**config.mk**
```make
export PLATFORM = sky130hd
export DESIGN_NAME = spwm_drive
export DESIGN_NICKNAME = d
export VERILOG_FILES = /design/src/rtl/spwm_pkg.sv /design/src/rtl/spwm_ce_div.sv /design/src/rtl/spwm_period.sv /design/src/rtl/spwm_drive.sv
export SDC_FILE = /design/constraint.sdc
export NUM_CORES = 1
export LEC_CHECK = 0
export CORE_UTILIZATION = 55
export CTS_CLUSTER_DIAMETER = 120
export DETAILED_ROUTE_END_ITERATION = 10
export MAX_ROUTING_LAYER = met4
export PLACE_DENSITY = 0.77
export SYNTH_ARGS = -nofsm -noshare
export SYNTH_HDL_FRONTEND = slang
export SYNTH_HIERARCHICAL = 1
export SYNTH_SLANG_ARGS = --single-unit
export TNS_END_PERCENT = 100
```
**constraint.sdc**
```tcl
create_clock -name clk -period 3.9 [get_ports clk]
set_clock_uncertainty 0.15 [all_clocks]
set_input_delay 0.78 -clock clk [delete_from_list [all_inputs] [get_ports clk]]
set_output_delay 0.78 -clock clk [all_outputs]
set_load 0.01 [all_outputs]
```
**src/rtl/spwm_pkg.sv**
```systemverilog
package spwm_pkg;

    // Phase of the output pulse within a fundamental period
    typedef enum logic [1:0] {
        PH_IDLE = 2'd0,
        PH_HIGH = 2'd1,
        PH_LOW  = 2'd2
    } phase_t;

endpackage

```
**src/rtl/spwm_ce_div.sv**
```systemverilog
// Step-enable divider: one-cycle pulse every DIV clocks (DIV >= 2).
module spwm_ce_div #(
    parameter int DIV = 5
) (
    input  logic clk,
    input  logic rst,
    output logic ce
);
    localparam int CW = (DIV > 2) ? $clog2(DIV) : 1;
    localparam logic [CW-1:0] LAST = CW'(DIV - 1);

    logic [CW-1:0] div_cnt;

    assign ce = (div_cnt == LAST);

    always_ff @(posedge clk) begin
        if (rst) begin
            div_cnt <= '0;
        end else if (ce) begin
            div_cnt <= '0;
        end else begin
            div_cnt <= div_cnt + 1'b1;
        end
    end


    ce_gap_chk: assert property (@(posedge clk) disable iff (rst)
        ce |=> !ce);

endmodule

```
**src/rtl/spwm_period.sv**
```systemverilog
// Step counter, magnitude extraction and period-end demand capture.
module spwm_period #(
    parameter int WIDTH = 10
) (
    input  logic             clk,
    input  logic             rst,
    input  logic             ce,
    input  logic [WIDTH-1:0] demand,
    output logic [WIDTH-1:0] step,
    output logic             wrap,
    output logic [WIDTH-1:0] mag_in,
    output logic [WIDTH-1:0] mag_q,
    output logic             neg_q
);
    localparam logic [WIDTH-1:0] STEP_LAST = '1;

    assign wrap   = ce && (step == STEP_LAST);
    assign mag_in = demand[WIDTH-1] ? (WIDTH'(0) - demand) : demand;

    always_ff @(posedge clk) begin
        if (rst) begin
            step  <= '0;
            mag_q <= '0;
            neg_q <= 1'b0;
        end else begin
            if (ce) begin
                step <= step + 1'b1;
            end
            if (wrap) begin
                mag_q <= mag_in;
                neg_q <= demand[WIDTH-1];
            end
        end
    end


    step_hold_chk: assert property (@(posedge clk) disable iff (rst)
        !ce |=> $stable(step));


    capture_hold_chk: assert property (@(posedge clk) disable iff (rst)
        !wrap |=> ($stable(mag_q) && $stable(neg_q)));

endmodule

```
**src/rtl/spwm_drive.sv**
```systemverilog
// Signed PWM generator with H-bridge direction lines.
module spwm_drive
    import spwm_pkg::*;
#(
    parameter int WIDTH  = 10,
    parameter int CE_DIV = 5
) (
    input  logic             clk,
    input  logic             rst,
    input  logic [WIDTH-1:0] demand,
    output logic             pwm_out,
    output logic             dir_a,
    output logic             dir_b
);
    logic             ce;
    logic             wrap;
    logic             neg_q;
    logic [WIDTH-1:0] step;
    logic [WIDTH-1:0] mag_in;
    logic [WIDTH-1:0] mag_q;
    logic [WIDTH:0]   step_next;
    phase_t           phase_q;
    phase_t           phase_d;

    spwm_ce_div #(.DIV(CE_DIV)) u_div (
        .clk (clk),
        .rst (rst),
        .ce  (ce)
    );

    spwm_period #(.WIDTH(WIDTH)) u_period (
        .clk    (clk),
        .rst    (rst),
        .ce     (ce),
        .demand (demand),
        .step   (step),
        .wrap   (wrap),
        .mag_in (mag_in),
        .mag_q  (mag_q),
        .neg_q  (neg_q)
    );

    assign step_next = {1'b0, step} + (WIDTH+1)'(1);

    // Next-phase logic
    always_comb begin
        phase_d = phase_q;
        unique case (phase_q)
            PH_IDLE: begin
                if (wrap) phase_d = (mag_in != '0) ? PH_HIGH : PH_LOW;
            end
            PH_HIGH: begin
                if (wrap) begin
                    phase_d = (mag_in != '0) ? PH_HIGH : PH_LOW;
                end else if (ce && (step_next == {1'b0, mag_q})) begin
                    phase_d = PH_LOW;
                end
            end
            PH_LOW: begin
                if (wrap) phase_d = (mag_in != '0) ? PH_HIGH : PH_LOW;
            end
            default: phase_d = PH_IDLE;
        endcase
    end

    // Phase register
    always_ff @(posedge clk) begin
        if (rst) phase_q <= PH_IDLE;
        else     phase_q <= phase_d;
    end

    // Outputs
    always_comb begin
        pwm_out = (phase_q == PH_HIGH);
        dir_a   = (phase_q != PH_IDLE) && !neg_q;
        dir_b   = (phase_q != PH_IDLE) &&  neg_q;
    end


    dir_excl_chk: assert property (@(posedge clk) disable iff (rst)
        !(dir_a && dir_b));


    idle_quiet_chk: assert property (@(posedge clk) disable iff (rst)
        pwm_out |-> (dir_a || dir_b));


    pulse_start_chk: assert property (@(posedge clk) disable iff (rst)
        $rose(pwm_out) |-> $past(wrap));


    reset_clear_chk: assert property (@(posedge clk)
        rst |=> (!pwm_out && !dir_a && !dir_b));

endmodule

```
Word level (Yosys, flattened, before mapping)
Index checks and enable logic that the tools add are counted.
{ "word_totals": {"ramBits": 0, "out_inout_bits": 3, "n_memories": 0, "mem_bits_ro": 0, "inputBits": 12, "latchBits": 0, "reg_bits": 26} }
{ "op_classes": {"order_cmp": 0, "div": 0, "n_reduce_logical": 11, "eq_ne": 7, "addsub": 4, "mul": 0, "muxes": 6, "shift": 0, "bitwise_logic": 0} }
{ "op_table": {"columns": ["op", "count"], "rows": [
  ["10-bit by 1-bit adder with 11-bit output, second input constant", 1],
  ["11-bit by 10-bit equality test with 1-bit output", 1],
  ["10-bit by 1-bit adder with 10-bit output, second input constant", 1],
  ["10-bit equality test, second input constant", 1],
  ["10-bit two-way mux", 1],
  ["10-bit nonzero test", 1],
  ["1-bit by 10-bit subtractor with 10-bit output, first input constant", 1],
  ["2-bit two-way mux", 4],
  ["1-bit logical AND", 4],
  ["2-bit case mux with 2 select lines", 1],
  ["2-bit OR reduction", 2],
  ["3-bit by 1-bit adder with 3-bit output, second input constant", 1],
  ["3-bit equality test, second input constant", 1],
  ["3-bit by 1-bit inequality test with 1-bit output, second input constant", 1],
  ["2-bit by 1-bit equality test with 1-bit output, second input constant", 1],
  ["2-bit equality test, second input constant", 1],
  ["2-bit zero test", 1],
  ["2-bit by 1-bit inequality test with 1-bit output, second input constant", 1],
  ["2-bit AND reduction", 1],
  ["2-bit nonzero test", 1],
  ["1-bit zero test", 1]
]} }

Depth between registers and ports, before layout
{ "logic_depth": {"word_depth": 6, "mapped_depth": 10} }

Hierarchy
The synthesis kept the hierarchy.
{ "by_module_without_submodules": {"columns": ["module", "cells_per_inst", "n_inst", "area_per_inst_um2"], "rows": [
  ["spwm_period", 115, 1, 1074.8],
  ["spwm_drive", 68, 1, 494.2],
  ["spwm_ce_div", 13, 1, 135.1]
]} }

Worst setup path before layout
OpenSTA, ideal clock, no wires.
{ "synth_path": {"path_kind": "input to register", "from": "input port demand[0]", "to": "register phase_q[0]", "setup_slack_ns": 0.849, "arrival_time_ns": 2.755, "path_buffers": 0, "t_required_ns": 3.604, "setup_time_ns": 0.146, "stages": 7, "path_cell_list": "or4_4 > o41ai_1 > xor2_1 > inv_1 > or4_1 > o41ai_1 > a221oi_1"} }
{ "synth_via": {"elab_chain_len": 6} }
{ "synth_rtl": {"columns": ["item", "line", "source"], "rows": [
  ["from (decl)", "spwm_drive.sv:10", "input logic [WIDTH-1:0] demand,"],
  ["1-bit by 10-bit subtractor with 10-bit output *", "spwm_period.sv:18", "assign mag_in = demand[WIDTH-1] ? (WIDTH'(0) - demand) : demand;"],
  ["10-bit two-way mux *", "spwm_period.sv:18", null],
  ["named net mag_in[7]", "spwm_drive.sv:19", "logic [WIDTH-1:0] mag_in;"],
  ["10-bit nonzero test *", "spwm_drive.sv:50, spwm_drive.sv:54, spwm_drive.sv:60", null],
  ["2-bit two-way mux *", "spwm_drive.sv:50, spwm_drive.sv:54, spwm_drive.sv:60", null],
  ["2-bit two-way mux (on tied branches)", "spwm_drive.sv:50, spwm_drive.sv:60, spwm_drive.sv:53", null],
  ["2-bit case mux with 2 select lines *", "spwm_drive.sv:48", "unique case (phase_q)"],
  ["to (signal assigned)", "spwm_drive.sv:69", "else phase_q <= phase_d;"],
  ["to (decl)", "spwm_drive.sv:22", "phase_t phase_q;"]
]} }
Mark *: on every way through the listed nets, which the timed path passes. The rest lies on a longest branch. The select of a mux whose other input is x is not followed.
A chain may end at the register's enable or synchronous reset.

Final worst setup path
Same ends and word-level chain as after synthesis.

==> results.toml <==
[yosys]
synth-simple-area-share = 0.282
ys_async_sr_fraction = 0
synth-edff-count = 0
synth_commonest_cells = "26 x dfxtp_1, 20 x nor2_1, 16 x inv_1, 12 x xnor2_1, 10 x xor2_1"
synthTopCellsByArea = "dfxtp_1 31%, xnor2_1 6.2%, xor2_1 5.1%"
yosysUniqueCellTypes = 51
synth_mux_area_frac = 0.0411
ys.flop_type = "dfxtp_1"
yosysSeqAreaShare = 0.305
synth_top_family_by_area = "simple AND/OR/NAND/NOR gates"
syn-cell-area_um2 = 1700
syn_area_per_cell_um2 = 8.69
synth-xor-area-share = 0.113
synthCells = 196
synth_most_common_cell = "dfxtp_1"
yosys.area_share.adder = 0.0367
synth-compound-area-share = 0.159
yosys.area.top_type = "dfxtp_1"
synth_nets = 213
yosys.area.top_type_share = 0.305
ys_ff_latch = 26
synth_warnings = 6

[routing]
drt_wl_total_mm = 3.56
drc = 0
drt_iter0_markers = 48
via_count = 1454
postRouteAntennaNets = 0
via_per_inst = 6.08
first_pass_iters = 4
detail_route.wl_per_cell_um = 14.9

[timing]
fmax_mhz = 287
fin_hold_ws_ns = 0.326
fin_setup_tns_ns = 0
post-route-period-util = 0.894
min_period_ns = 3.49
hold_viol_final = 0
setup_slack_ns = 0.412
max_slew_margin = 0.327
tightest_slew_ns = 1.01
rsz0062_at_grt = "false"
setup_violations = 0
slew_viol_final = 0

[worst_setup_path]
rrSetupSlack_ns = 1.23
cp_cell_sequence = "clkdlybuf4s50_1 > or4_4 > o41ai_1 > xor2_1 > inv_1 > or4_1 > o41ai_1 > a221oi_1"
arrival_ns = 3.50
rr_endpoint = "u_period/mag_q[3]"
cp-endpoint = "phase_q[0]"
cp_slowest_cell = "or4_4"
cp-end-kind = "register"
required_ns = 3.91
critPathMaxStageDelay_ns = 0.59
r2r_cells = 8
cp-start-kind = "input pin"
cp-startpoint = "demand[0]"
cpMostUsedCell = "o41ai_1"
critical_path_class = "input pin to register"
r2r-start = "u_div/div_cnt[0]"
cp_max_fo = 5

[layout]
areaGrowthSynthToFinish_pct = 10.4
post-route-util = 0.659
stdcell_area_um2 = 1880
nets = 226
drive_above_1_share = 0.115
nFillCells = 252
n_antenna_cell = 0
layoutNonFillerInstCount = 239

[place]
port_buffers = 14
post-place-ws_ns = 0.101
placedInstanceArea_um2 = 1840
place_inst = 235
dpl.hpwl_mm = 2.72
place_congestion = 0.797

[power]
seqPwrFrac = 0.590
p_total_mw = 0.461
clkPwrFrac = 0.301
peakVddDrop_mv = 0.146
pwr-share-comb = 0.109
internal-power_mw = 0.350
p_leak_nw = 0.647
p_sw_frac = 0.241
p_per_area_nw_per_um2 = 245
power.switching_mw = 0.111

[die]
fp.dieH_um = 57.7
core_area_um2 = 2850
die_w_um = 57.7
die_area_um2 = 3330
initial_core_util = 0.597
ioPinCount = 15
num_rows = 19

[clock_tree]
cts_made_buffers = 3
cts_tree = "yes"
htree_levels = 1
clock_latency_ns = 0.31
cts.sinks = 26
root_buffer = "clkbuf_4"
hold_buffers = 0
cts_setup_buffers = 0
cts_resized = 0
clk_pin_slew_ns = 0.14
ctsLongestPathBuffers = 2

[outcome]
outcome = "completed"

[grt]
grt_pass1_vias = 1404
gr-usage-all-layers = 0.236
grt_first_pass_wirelength_mm = 5.93
overflow = 0
grt_max_degree = 27
antenna_found_initial = 0

[run]
maxCapViolations = 0

[worst_hold_path]
hp-class = "register to register"
registers in the layout (all words and copies together), names as in the netlist:
name / flops
u_period/mag_q: 10
u_period/step: 10
u_div/div_cnt: 3
phase_q: 2
u_period/neg_q: 1
power groups by stage:
stage | logic (mW) | registers, mW | clock network [mW]
after floorplan | 0.0296 | 0.277 | 0
after global placement | 0.0472 | 0.277 | 0
after detailed placement | 0.0507 | 0.278 | 0
after CTS | 0.0507 | 0.272 | 0.140
after global routing | 0.0554 | 0.272 | 0.151
final | 0.0503 | 0.272 | 0.139
logic make-up (layout without fill, tap and decap cells):
kind of cell | after synthesis | after routing
buffers and inverters | 23 | 35
AND/OR/NAND/NOR | 78 | 78
multiplexers | 7 | 7
flip-flops | 26 | 26
AO/OA/AOI/OAI | 35 | 35
XOR/XNOR | 22 | 22
adder cells (fa/ha/maj) | 5 | 5
layout by cell type (no fill, tap or decap), types with 2 or more instances in the layout:
cell	netlist	layout
nor3_1	7	7
nor2_2	4	4
nand2_1	8	8
a21oi_1	4	4
clkdlybuf4s50_1	0	14
a211oi_2	4	4
xnor2_1	12	12
inv_1	16	16
ha_1	5	5
nor2b_1	4	4
mux2i_1	7	7
nor2_1	20	20
nor4_1	3	3
xor2_1	10	10
nand3_1	4	4
o31ai_1	3	3
o41ai_1	3	3
o21ai_0	8	8
o311ai_0	3	3
nand4_1	4	4
a211oi_1	3	3
nor3b_1	2	2
dfxtp_1	26	26
or4_1	4	4
nand3b_1	2	2
clkbuf_4	0	3
critical path: cells and delay by family:
| family | cells | cell delay [ns] |
|---|---|---|
| buffers and inverters | 2 | 0.54 |
| AO/OA/AOI/OAI | 3 | 0.88 |
| AND/OR/NAND/NOR | 2 | 1.05 |
| XOR/XNOR | 1 | 0.25 |
worst min path at each step:
stage	start	end	slack, ns	cells after the start
5_1_grt	u_div/div_cnt[0]	u_div/div_cnt[0]	0.36	1
6_report	u_div/div_cnt[0]	u_div/div_cnt[0]	0.33	1
2_1_floorplan	u_div/div_cnt[0]	u_div/div_cnt[0]	0.28	1
3_5_place_dp	u_div/div_cnt[0]	u_div/div_cnt[0]	0.31	1
3_3_place_gp	u_div/div_cnt[0]	u_div/div_cnt[0]	0.29	1
4_1_cts	u_div/div_cnt[0]	u_div/div_cnt[0]	0.33	1
per-layer routing:
layer / GRT usage / part of all wire / up-vias
li1: - / - / 733
met1: 0.283 / 0.45 / 677
met2: 0.399 / 0.50 / 36
met3: 0.0268 / 0.031 / 8
met4: 0.105 / 0.027 / 0
met5: - / 0 / -
area by class of cell:
type | count | area [um^2] | area share
well taps | 31 | 38.8 | 0.0206
flip-flops and latches | 26 | 520 | 0.277
multi-input cells | 147 | 1080 | 0.573
repair buffers | 15 | 148 | 0.0785
clock buffers | 4 | 36.3 | 0.0193
inverters | 16 | 60.1 | 0.0319
No activity file was read; power rests on OpenSTA's default activity.
